===== src/rtl/ctx_match_pkg.sv =====
package ctx_match_pkg;

  typedef enum logic [1:0] {
    RING_USER = 2'b00,
    RING_OS   = 2'b01,
    RING_POOL = 2'b10,
    RING_PHYS = 2'b11
  } ring_e;

  localparam int NUM_RINGS = 4;

  typedef struct packed {
    logic  hit;
    ring_e ring;
    logic  unsup;
  } match_res_t;

endpackage


===== src/rtl/ring_word_unpack.sv =====
// Restores host order of one ring word and splits valid bit and field.
module ring_word_unpack #(
  parameter int WORD_W  = 32,
  parameter int FIELD_W = 31
) (
  input  logic [WORD_W-1:0]  raw_i,
  output logic               valid_o,
  output logic [FIELD_W-1:0] field_o
);
  localparam int NBYTES = WORD_W / 8;

  logic [WORD_W-1:0] host;

  generate
    for (genvar b = 0; b < NBYTES; b++) begin : g_swap
      assign host[8*b +: 8] = raw_i[WORD_W-8*(b+1) +: 8];
    end
  endgenerate

  assign valid_o = host[WORD_W-1];
  assign field_o = host[FIELD_W-1:0];
endmodule


===== src/rtl/cam_line_build.sv =====
// Forms the target CAM line and the thread's hardware CAM line.
module cam_line_build #(
  parameter int BLK_W = 7,
  parameter int IDX_W = 24,
  parameter int PID_W = 8
) (
  input  logic [BLK_W-1:0]       tgt_blk_i,
  input  logic [IDX_W-1:0]       tgt_idx_i,
  input  logic [BLK_W-1:0]       own_blk_i,
  input  logic [PID_W-1:0]       proc_id_i,
  input  logic                   tid8_i,
  output logic [BLK_W+IDX_W-1:0] tgt_cam_o,
  output logic [BLK_W+IDX_W-1:0] hw_cam_o
);
  localparam int TID_NARROW = 7;
  localparam int TID_WIDE   = 8;

  logic [IDX_W-1:0] hw_idx;

  always_comb begin
    hw_idx = '0;
    if (tid8_i) begin
      hw_idx[TID_WIDE]     = 1'b1;
      hw_idx[TID_WIDE-1:0] = proc_id_i[TID_WIDE-1:0];
    end else begin
      hw_idx[TID_NARROW]     = 1'b1;
      hw_idx[TID_NARROW-1:0] = proc_id_i[TID_NARROW-1:0];
    end
  end

  assign tgt_cam_o = {tgt_blk_i, tgt_idx_i};
  assign hw_cam_o  = {own_blk_i, hw_idx};
endmodule


===== src/rtl/ring_select.sv =====
// Per-ring match terms and the fixed priority choice.
module ring_select
  import ctx_match_pkg::*;
#(
  parameter int CAM_W = 31,
  parameter int LS_W  = 24
) (
  input  logic             fmt_i,
  input  logic             ignore_i,
  input  logic [CAM_W-1:0] tgt_cam_i,
  input  logic [CAM_W-1:0] hw_cam_i,
  input  logic [LS_W-1:0]  lserv_i,
  input  logic             phys_v_i,
  input  logic             pool_v_i,
  input  logic [CAM_W-1:0] pool_cam_i,
  input  logic             os_v_i,
  input  logic [CAM_W-1:0] os_cam_i,
  input  logic             user_v_i,
  input  logic [LS_W-1:0]  user_ls_i,
  output match_res_t       res_o
);
  logic phys_ok, pool_ok, os_ok, user_ok;

  assign phys_ok = phys_v_i && (hw_cam_i == tgt_cam_i);
  assign pool_ok = pool_v_i && (pool_cam_i == tgt_cam_i);
  assign os_ok   = os_v_i && (os_cam_i == tgt_cam_i);
  assign user_ok = os_ok && user_v_i && (user_ls_i == lserv_i);

  always_comb begin
    res_o = '{hit: 1'b0, ring: RING_USER, unsup: 1'b0};
    if (fmt_i) begin
      if (user_ok) begin
        res_o.hit  = 1'b1;
        res_o.ring = RING_USER;
      end
    end else if (ignore_i) begin
      res_o.unsup = 1'b1;
    end else if (phys_ok) begin
      res_o.hit  = 1'b1;
      res_o.ring = RING_PHYS;
    end else if (pool_ok) begin
      res_o.hit  = 1'b1;
      res_o.ring = RING_POOL;
    end else if (os_ok) begin
      res_o.hit  = 1'b1;
      res_o.ring = RING_OS;
    end
  end
endmodule


===== src/rtl/ctx_ring_matcher.sv =====
module ctx_ring_matcher
  import ctx_match_pkg::*;
#(
  parameter int BLK_W  = 7,
  parameter int IDX_W  = 24,
  parameter int PID_W  = 8,
  parameter int LS_W   = 24,
  parameter int WORD_W = 32
) (
  input  logic              clk,
  input  logic              rst_n,
  input  logic              req_i,
  input  logic              fmt_i,
  input  logic              ignore_i,
  input  logic [BLK_W-1:0]  tgt_blk_i,
  input  logic [IDX_W-1:0]  tgt_idx_i,
  input  logic [LS_W-1:0]   lserv_i,
  input  logic [BLK_W-1:0]  own_blk_i,
  input  logic [PID_W-1:0]  proc_id_i,
  input  logic              tid8_i,
  input  logic [WORD_W-1:0] phys_w2_i,
  input  logic [WORD_W-1:0] pool_w2_i,
  input  logic [WORD_W-1:0] os_w2_i,
  input  logic [WORD_W-1:0] user_w2_i,
  output logic              done_o,
  output logic              hit_o,
  output logic [1:0]        ring_o,
  output logic              unsup_o
);
  localparam int CAM_W = BLK_W + IDX_W;

  logic [CAM_W-1:0]  tgt_cam, hw_cam;
  logic [WORD_W-1:0] raw_w   [NUM_RINGS];
  logic              ring_v  [NUM_RINGS];
  logic [CAM_W-1:0]  ring_f  [NUM_RINGS];
  logic [CAM_W-1:0]  phys_cam_unused;
  logic [CAM_W-LS_W-1:0] user_hi_unused;

  match_res_t res_d, res_q, res_nxt;
  logic       done_q, done_nxt;

  cam_line_build #(.BLK_W(BLK_W), .IDX_W(IDX_W), .PID_W(PID_W)) u_cam (
    .tgt_blk_i (tgt_blk_i),
    .tgt_idx_i (tgt_idx_i),
    .own_blk_i (own_blk_i),
    .proc_id_i (proc_id_i),
    .tid8_i    (tid8_i),
    .tgt_cam_o (tgt_cam),
    .hw_cam_o  (hw_cam)
  );

  assign raw_w[int'(RING_USER)] = user_w2_i;
  assign raw_w[int'(RING_OS)]   = os_w2_i;
  assign raw_w[int'(RING_POOL)] = pool_w2_i;
  assign raw_w[int'(RING_PHYS)] = phys_w2_i;

  generate
    for (genvar g = 0; g < NUM_RINGS; g++) begin : g_ring
      ring_word_unpack #(.WORD_W(WORD_W), .FIELD_W(CAM_W)) u_unpack (
        .raw_i   (raw_w[g]),
        .valid_o (ring_v[g]),
        .field_o (ring_f[g])
      );
    end
  endgenerate

  // The physical ring uses the derived line; user high bits are don't-care.
  assign phys_cam_unused = ring_f[int'(RING_PHYS)];
  assign user_hi_unused  = ring_f[int'(RING_USER)][CAM_W-1:LS_W];

  ring_select #(.CAM_W(CAM_W), .LS_W(LS_W)) u_sel (
    .fmt_i      (fmt_i),
    .ignore_i   (ignore_i),
    .tgt_cam_i  (tgt_cam),
    .hw_cam_i   (hw_cam),
    .lserv_i    (lserv_i),
    .phys_v_i   (ring_v[int'(RING_PHYS)]),
    .pool_v_i   (ring_v[int'(RING_POOL)]),
    .pool_cam_i (ring_f[int'(RING_POOL)]),
    .os_v_i     (ring_v[int'(RING_OS)]),
    .os_cam_i   (ring_f[int'(RING_OS)]),
    .user_v_i   (ring_v[int'(RING_USER)]),
    .user_ls_i  (ring_f[int'(RING_USER)][LS_W-1:0]),
    .res_o      (res_d)
  );

  // Next state: result captured only on a request.
  always_comb begin
    done_nxt = req_i;
    res_nxt  = res_q;
    if (req_i) begin
      res_nxt = res_d;
    end
  end

  always_ff @(posedge clk or negedge rst_n) begin
    if (!rst_n) begin
      done_q <= 1'b0;
      res_q  <= '{hit: 1'b0, ring: RING_USER, unsup: 1'b0};
    end else begin
      done_q <= done_nxt;
      res_q  <= res_nxt;
    end
  end

  assign done_o  = done_q;
  assign hit_o   = res_q.hit;
  assign ring_o  = res_q.ring;
  assign unsup_o = res_q.unsup;

  // pulse follows the request by one cycle; results hold while idle
  p_done_follows_req_r2: assert property (@(posedge clk) disable iff (!rst_n)
    req_i |=> done_o);
  p_hold_idle_r2: assert property (@(posedge clk) disable iff (!rst_n)
    !req_i |=> ($stable(hit_o) && $stable(ring_o) && $stable(unsup_o)));
  // group request is never a hit
  p_ignore_blocks_r9: assert property (@(posedge clk) disable iff (!rst_n)
    (req_i && !fmt_i && ignore_i) |=> (unsup_o && !hit_o));
  p_unsup_excl_r9: assert property (@(posedge clk) disable iff (!rst_n)
    unsup_o |-> !hit_o);
  // no hit reports ring code zero
  p_nohit_ring_r11: assert property (@(posedge clk) disable iff (!rst_n)
    !hit_o |-> (ring_o == 2'b00));
  // user-branch format only ever yields the user ring
  p_user_only_r10: assert property (@(posedge clk) disable iff (!rst_n)
    (req_i && fmt_i) |=> (!unsup_o && (!hit_o || ring_o == RING_USER)));
  // a valid physical ring with an equal hardware line always wins
  p_phys_first_r8: assert property (@(posedge clk) disable iff (!rst_n)
    (req_i && !fmt_i && !ignore_i && ring_v[int'(RING_PHYS)] && (hw_cam == tgt_cam))
    |=> (hit_o && ring_o == RING_PHYS));
endmodule


===== config.mk =====
export PLATFORM = sky130hd
export DESIGN_NAME = ctx_ring_matcher
export DESIGN_NICKNAME = d
export VERILOG_FILES = /design/src/rtl/ctx_match_pkg.sv /design/src/rtl/ring_word_unpack.sv /design/src/rtl/cam_line_build.sv /design/src/rtl/ring_select.sv /design/src/rtl/ctx_ring_matcher.sv
export SDC_FILE = /design/constraint.sdc
export NUM_CORES = 1
export LEC_CHECK = 0
export BUFFER_PORTS_ARGS = -buffer_cell sky130_fd_sc_hd__buf_2
export CAP_MARGIN = 15
export CORE_MARGIN = 2
export CORE_UTILIZATION = 45
export CTS_CLUSTER_DIAMETER = 120
export DETAILED_ROUTE_END_ITERATION = 8
export PLACE_DENSITY = 0.94
export SLEW_MARGIN = 20
export SYNTH_ARGS = -nofsm -noshare
export SYNTH_HDL_FRONTEND = slang
export SYNTH_HIERARCHICAL = 1
export SYNTH_SLANG_ARGS = --single-unit

===== constraint.sdc =====
create_clock -name clk -period 1.6 [get_ports clk]
set_input_delay 0.32 -clock clk [delete_from_list [all_inputs] [get_ports clk]]
set_output_delay 0.32 -clock clk [all_outputs]
set_load 0.1 [all_outputs]

==> results by group, run 1 <==
Run status
  – Status: finished with violations
  – Failing checks: setup timing

Clock network
  – Root Buffer: clkbuf_8
  – Clock latency on the worst-skew pair: 0.22 ns
  – Clock-pin slew on the worst setup and hold paths: 0.04 ns
  – TritonCTS buffer count: 3
  – Clk sinks: 5
  – Post-CTS Setup Bufs: 0
  – CTS tree: done
  – H-tree depth: 1
  – Clk buf depth: 2

Pwr
  – Clock Power Share: 20.9%
  – Switching share of power: 35.12%
  – Pwr dens: 374.2 mW/mm^2
  – P_sw: 0.0004005 W
  – Logic pwr share: 67.5%
  – Worst vdd ir: 0.0003188 V
  – Leakage: 1.423 nW
  – P_int: 0.0007401 W
  – Sequential share of power: 11.6%

Critical path
  – Setup crit start kind: input port
  – CP max stage cell: or4_4
  – Worst path required time: 1.70 ns
  – Setup Crit Path Kind: in2reg
  – CP Data Arrival Time: 1.76 ns
  – Max incr delay on CP: 0.54 ns
  – Largest fanout on the critical path: 2
  – Ordered cell list for the critical path: buf_8 > xnor2_4 > nand4_1 > or4_4 > o211ai_1 > a21boi_1 > mux2_4
  – Crit end category: flop
  – R2R Setup Slk: 0.84 ns

Layout
  – Filler instances: 501
  – N_diodes: 0
  – Fraction of layout cells with a size suffix above 1: 58.90%
  – Fin cells: 471
  – Commonest cells after routing, fill and taps aside: buf_2 (165), xnor2_1 (85), buf_4 (32)
  – Final instance area: 0.003048 mm^2
  – Layout Nets: 604
  – Syn-to-layout area delta: 14.85%
  – Most common cell after layout, fill and taps aside: buf_2

Die
  – Io pins: 209
  – Core area: 0.005608 mm^2
  – Number of core rows: 27
  – Die H: 80.80 um
  – Initial Util: 47.32%
  – Die Wd: 80.80 um
  – DIE AREA: 0.006528 mm^2

Timing
  – Fmax: 603.5 MHz
  – Final Hold Fails: 0
  – RSZ-0062 raised after global routing: true
  – Min Tclk post-route: 1.657 ns
  – Worst hold slack: 0.3013 ns
  – Final setup margin: -0.05688 ns
  – Final period util: 103.6%
  – Final count of pins violating max slew: 0
  – Final Setup Violations: 3
  – Setup Skew: 0 ns
  – Fin Setup TNS: -0.1068 ns

Routing
  – Met1 WL: 2.461 mm
  – Antenna-violating nets left: 0
  – Vias per std cell: 4.514
  – Met3 routed WL: 513 um
  – Initial DRC Count: 38
  – Top Metal Used: met4
  – Pre-Repair DR Iteration Count: 4
  – Met2 WL: 3.733 mm
  – WL/cell: 14.38 um
  – Post-route DRC: 0
  – DR vias: 2,126
  – WL final: 6.771 mm

Placed design
  – Detail Placement HPWL: 6.131 mm
  – GPL Wtd Cong: 0.8041
  – Port-buffer cells: 170
  – Post-Place Setup Slack: -0.3851 ns
  – Placed cell areas: 0.002796 mm^2
  – Post-placement cell count: 466

Global routing
  – Number of global-route vias before repair: 2,174
  – Congestion Overflow GR: 0
  – Initial antenna violation count: 0
  – Overall Global Routing Usage: 19.47%
  – Largest net degree at the start of global routing: 6
  – First-pass GRT wire length: 9.570 mm

Logic synthesis
  – Mapped Area: 0.002654 mm^2
  – Syn avg cell area: 8.091 um^2
  – Synth warn: 6
  – Cells after synthesis: 328

Hold path
  – Min-delay worst type: in2reg

Run
  – Maxcap violations: 0
==> sequential cells by signal (all words and copies together), names as in the netlist <==
name	cells
ring_o	2
done_o	1
hit_o	1
unsup_o	1
==> cell type report <==
| class | instances | area, um^2 | area share (%) |
|---|---|---|---|
| Clock buffer | 4 | 45.04 | 1.478 |
| Multi-Input combinational cell | 186 | 1632 | 53.53 |
| Sequential cell | 5 | 125.1 | 4.105 |
| Tap cell | 72 | 90.09 | 2.956 |
| Timing Repair Buffer | 204 | 1156 | 37.93 |
==> layer usage <==
layer	global-route usage [%]	up-vias
li1	-	1053
met1	20.82	955
met2	39.58	112
met3	2.556	6
met4	4.915	0
met5	0	-
==> repair_timing <==
action	4_1_cts	5_1_grt
hold buffers	1	0
endpoints found under the setup margin	3	3
hold endpoints to repair	5	0
gates cloned	0	0
gates resized for setup	19	10
pin swaps	15	6
==> worst paths after layout <==
check                                        endpoint                  start  depth (start not counted)
max in group asynchronous         unsup_o$_DFFE_PN0P_                  rst_n                          2
worst min-delay path                 done_o$_DFF_PN0_                  req_i                          1
min in group asynchronous           hit_o$_DFFE_PN0P_                  rst_n                          2
worst max register to register  ring_o[0]$_DFFE_PN0P_  ring_o[0]$_DFFE_PN0P_                          1
worst max-delay path            ring_o[0]$_DFFE_PN0P_           pool_w2_i[1]                          7
worst min register to register    unsup_o$_DFFE_PN0P_    unsup_o$_DFFE_PN0P_                          1
==> power groups by stage <==
| stage | clock network [W] | logic (W) | registers (W) |
|---|---|---|---|
| detailed placement | 0 | 0.000717 | 0.000133 |
| global placement | 0 | 0.000697 | 0.000133 |
| finish | 0.000239 | 0.000770 | 0.000132 |
| floorplan | 0 | 0.000622 | 0.000160 |
| CTS | 0.000249 | 0.000757 | 0.000132 |
| global route | 0.000259 | 0.000835 | 0.000132 |
==> critical path: cells and delay by family <==
kind | cells | cell delay [ns]
AOI/OAI and AO/OA | 2 | 0.26
xor gates and xnor gates | 1 | 0.18
buffers and inverters | 1 | 0.10
muxes | 1 | 0.26
and+or+nand+nor | 2 | 0.64
==> per-stage QoR <==
stage | power [W] | utilization (%)
2_1_floorplan | 0.0007817 | -
3_3_place_gp | 0.0008305 | 49.87
3_5_place_dp | 0.0008502 | 49.87
4_1_cts | 0.001138 | 53.06
5_1_grt | 0.001226 | 54.35
6_report | 0.001141 | 54.35
(Power assumes the default switching activity.)
==> inputs of run 2 (changes only) <==
BUFFER_PORTS_ARGS = -buffer_cell sky130_fd_sc_hd__buf_4   (was -buffer_cell sky130_fd_sc_hd__buf_2)
CTS_CLUSTER_SIZE = 8   (was unset)
GPL_TIMING_DRIVEN = 0   (was unset)
==> run 2 against run 1 <==
Effect of this change: the run still ends with setup timing left; non-clock buffer count down 17; sequential power about the same; die area unchanged; combinational power up 12%; hold slack worse by 0.032 ns; critical path type unchanged; largest power group unchanged.
==> results by group, run 2 (synthesized netlist as in run 1, its figures left out) <==
Run status
  – Failing checks: setup timing
  – Status: finished with violations

Routing
  – Antenna-violating nets left: 0 (unchanged)
  – DR vias: 2,032 (-4.4%)
  – WL final: 6.825 mm (+0.80%)
  – WL/cell: 15.03 um (+4.6%)
  – Post-route DRC: 0 (unchanged)
  – Pre-Repair DR Iteration Count: 4 (unchanged)
  – Vias per std cell: 4.476 (-0.84%)
  – Initial DRC Count: 24 (-37%)

Critical path
  – Worst path required time: 1.75 ns (+0.05 ns)
  – Worst reg-to-reg path cell count: 1 (unchanged)
  – CP Data Arrival Time: 1.84 ns (+0.08 ns)
  – Reg2Reg Capture Point: ring_o[1]$_DFFE_PN0P_
  – Largest fanout on the critical path: 2 (unchanged)
  – Worst r2r src: ring_o[1]$_DFFE_PN0P_
  – R2R Setup Slk: 0.83 ns (about the same)
  – Setup crit start kind: input port
  – Crit end category: flop
  – Setup Crit Path Kind: in2reg

Timing
  – Setup Skew: 0 ns (unchanged)
  – Final period util: 105.4% (+1.9 points)
  – Min Tclk post-route: 1.687 ns (+0.02983 ns)
  – Final Hold Fails: 0 (unchanged)
  – Final count of pins violating max slew: 0 (unchanged)
  – Worst hold slack: 0.2688 ns (-0.03248 ns)
  – Final setup margin: -0.08671 ns (-0.02983 ns)
  – RSZ-0062 raised after global routing: true
  – Fmax: 592.9 MHz (-1.8%)
  – Final Setup Violations: 3 (unchanged)

Clock network
  – Clk sinks: 5 (unchanged)
  – Clk buf depth: 2 (unchanged)
  – CTS tree: done
  – Clock-pin slew on the worst setup and hold paths: 0.04 ns (about the same)
  – Post-CTS Setup Bufs: 0 (unchanged)
  – Clock latency on the worst-skew pair: 0.21 ns (about the same)
  – Root Buffer: clkbuf_8
  – H-tree depth: 1 (unchanged)
  – TritonCTS buffer count: 3 (unchanged)

Layout
  – Fin cells: 454 (-3.6%)
  – Final instance area: 0.003385 mm^2 (+11%)
  – Syn-to-layout area delta: 27.53%
  – Fraction of layout cells with a size suffix above 1: 55.76% (-3.1 points)
  – Layout Nets: 587 (-2.8%)
  – Commonest cells after routing, fill and taps aside: buf_4 (165), xnor2_1 (92), nand4_1 (26)
  – Most common cell after layout, fill and taps aside: buf_4
  – Max reg flops: 2 (unchanged)
  – N_diodes: 0 (unchanged)

Pwr
  – P_sw: 0.0003905 W (-2.5%)
  – Logic pwr share: 70.4% (+2.9 points)
  – Clock Power Share: 18.8% (-2.1 points)
  – Sequential share of power: 10.8% (-0.8 points)
  – P_int: 0.0008361 W (+13%)
  – Worst vdd ir: 0.0003242 V (+1.7%)
  – Leakage: 1.496 nW (+5.2%)
  – Total power: 0.001227 W (+7.5%)
  – Switching share of power: 31.84% (-3.3 points)
  – Pwr dens: 362.4 mW/mm^2 (-3.2%)

Placed design
  – Post-placement cell count: 449 (-3.6%)
  – Port-buffer cells: 35 (-79%)
  – GPL Wtd Cong: 0.7635 (-5.0%)
  – Placed cell areas: 0.003131 mm^2 (+12%)

Die
  – Core area: 0.005608 mm^2 (unchanged)
  – DIE AREA: 0.006528 mm^2 (unchanged)
  – Number of core rows: 27 (unchanged)
  – Die Wd: 80.80 um (unchanged)
  – Initial Util: 47.32% (unchanged)
  – Die H: 80.80 um (unchanged)
  – Io pins: 209 (unchanged)

Hold path
  – Hold_sp: req_i
  – Worst Hold Depth: 1 (unchanged)
  – Hold Path Sink: done_o$_DFF_PN0_
  – Min-delay worst type: in2reg

Global routing
  – Congestion Overflow GR: 0 (unchanged)
  – Largest net degree at the start of global routing: 6 (unchanged)
  – Overall Global Routing Usage: 19.12% (-0.35 points)
  – First-pass GRT wire length: 9.418 mm (-1.6%)
  – Number of global-route vias before repair: 2,059 (-5.3%)
  – Initial antenna violation count: 0 (unchanged)

Run
  – Maxcap violations: 0 (unchanged)
## run 2: cell types whose count changed in the layout (fill, tap and decap cells not counted), sizes merged
cell and change:
buf -17
## run 2: cell type report
| cell class | count | area [um^2] |
|---|---|---|
| buffer | 151 | 1220 |
| fill | 492 | 2223 |
| multi-input combinational | 186 | 1632 |
| timing repair buffer | 36 | 272.8 |
| tap | 72 | 90.09 |
| clock buffer | 4 | 45.04 |
| sequential | 5 | 125.1 |
## run 2: how the worst max path moves through the flow
| stage | endpoint | slack [ns] | cells past startpoint | start |
|---|---|---|---|---|
| floorplan | ring_o[0]$_DFFE_PN0P_ | -0.17 | 7 | pool_w2_i[30] |
| global placement | hit_o$_DFFE_PN0P_ | -0.43 | 7 | tgt_idx_i[1] |
| detailed placement | hit_o$_DFFE_PN0P_ | -0.47 | 7 | tgt_idx_i[1] |
| CTS | hit_o$_DFFE_PN0P_ | -0.09 | 7 | pool_w2_i[18] |
| global route | ring_o[0]$_DFFE_PN0P_ | -0.11 | 7 | pool_w2_i[1] |
| finish | hit_o$_DFFE_PN0P_ | -0.09 | 7 | pool_w2_i[1] |
## run 2: power groups by stage
stage	Clock [W]	Sequential [W]	Combinational [W]
final	0.000231	0.000132	0.000864
after global routing	0.000247	0.000132	0.000924
after CTS	0.000236	0.000132	0.000826
after detailed placement	0	0.000133	0.000807
after global placement	0	0.000133	0.000791
after floorplan	0	0.000160	0.000622
## run 2: critical path, cell delays in order
cell,delay (ns)
buf_8,0.10
xnor2_4,0.17
nand4_1,0.11
or4_4,0.56
or2_4,0.26
a31oi_4,0.15
mux2_2,0.16
## run 2: layer usage
metal	up-vias	GRT usage [%]	wire, um
met1	904	19.54	2395
met2	106	39.08	3674
met4	0	4.407	102
met5	-	0	0
li1	1014	-	-
met3	8	4.000	652
## run 2: what timing repair did
item                       in CTS  in global routing
gates resized for setup         8                 23
pin swaps                       4                 13
setup endpoints to repair       3                  3
hold endpoints to repair        5                  0
hold buffers                    1                  0
## run 2: per-stage QoR
stage / worst slack [ns] / setup TNS, ns / utilization [%]
global placement: -0.4276 / -1.067 / 55.82
global route: -0.1147 / -0.2760 / 60.35
floorplan: -0.1659 / -0.4406 / -
CTS: -0.09328 / -0.1927 / 57.74
detailed placement: -0.4692 / -1.089 / 55.82
finish: -0.08671 / -0.1952 / 60.35
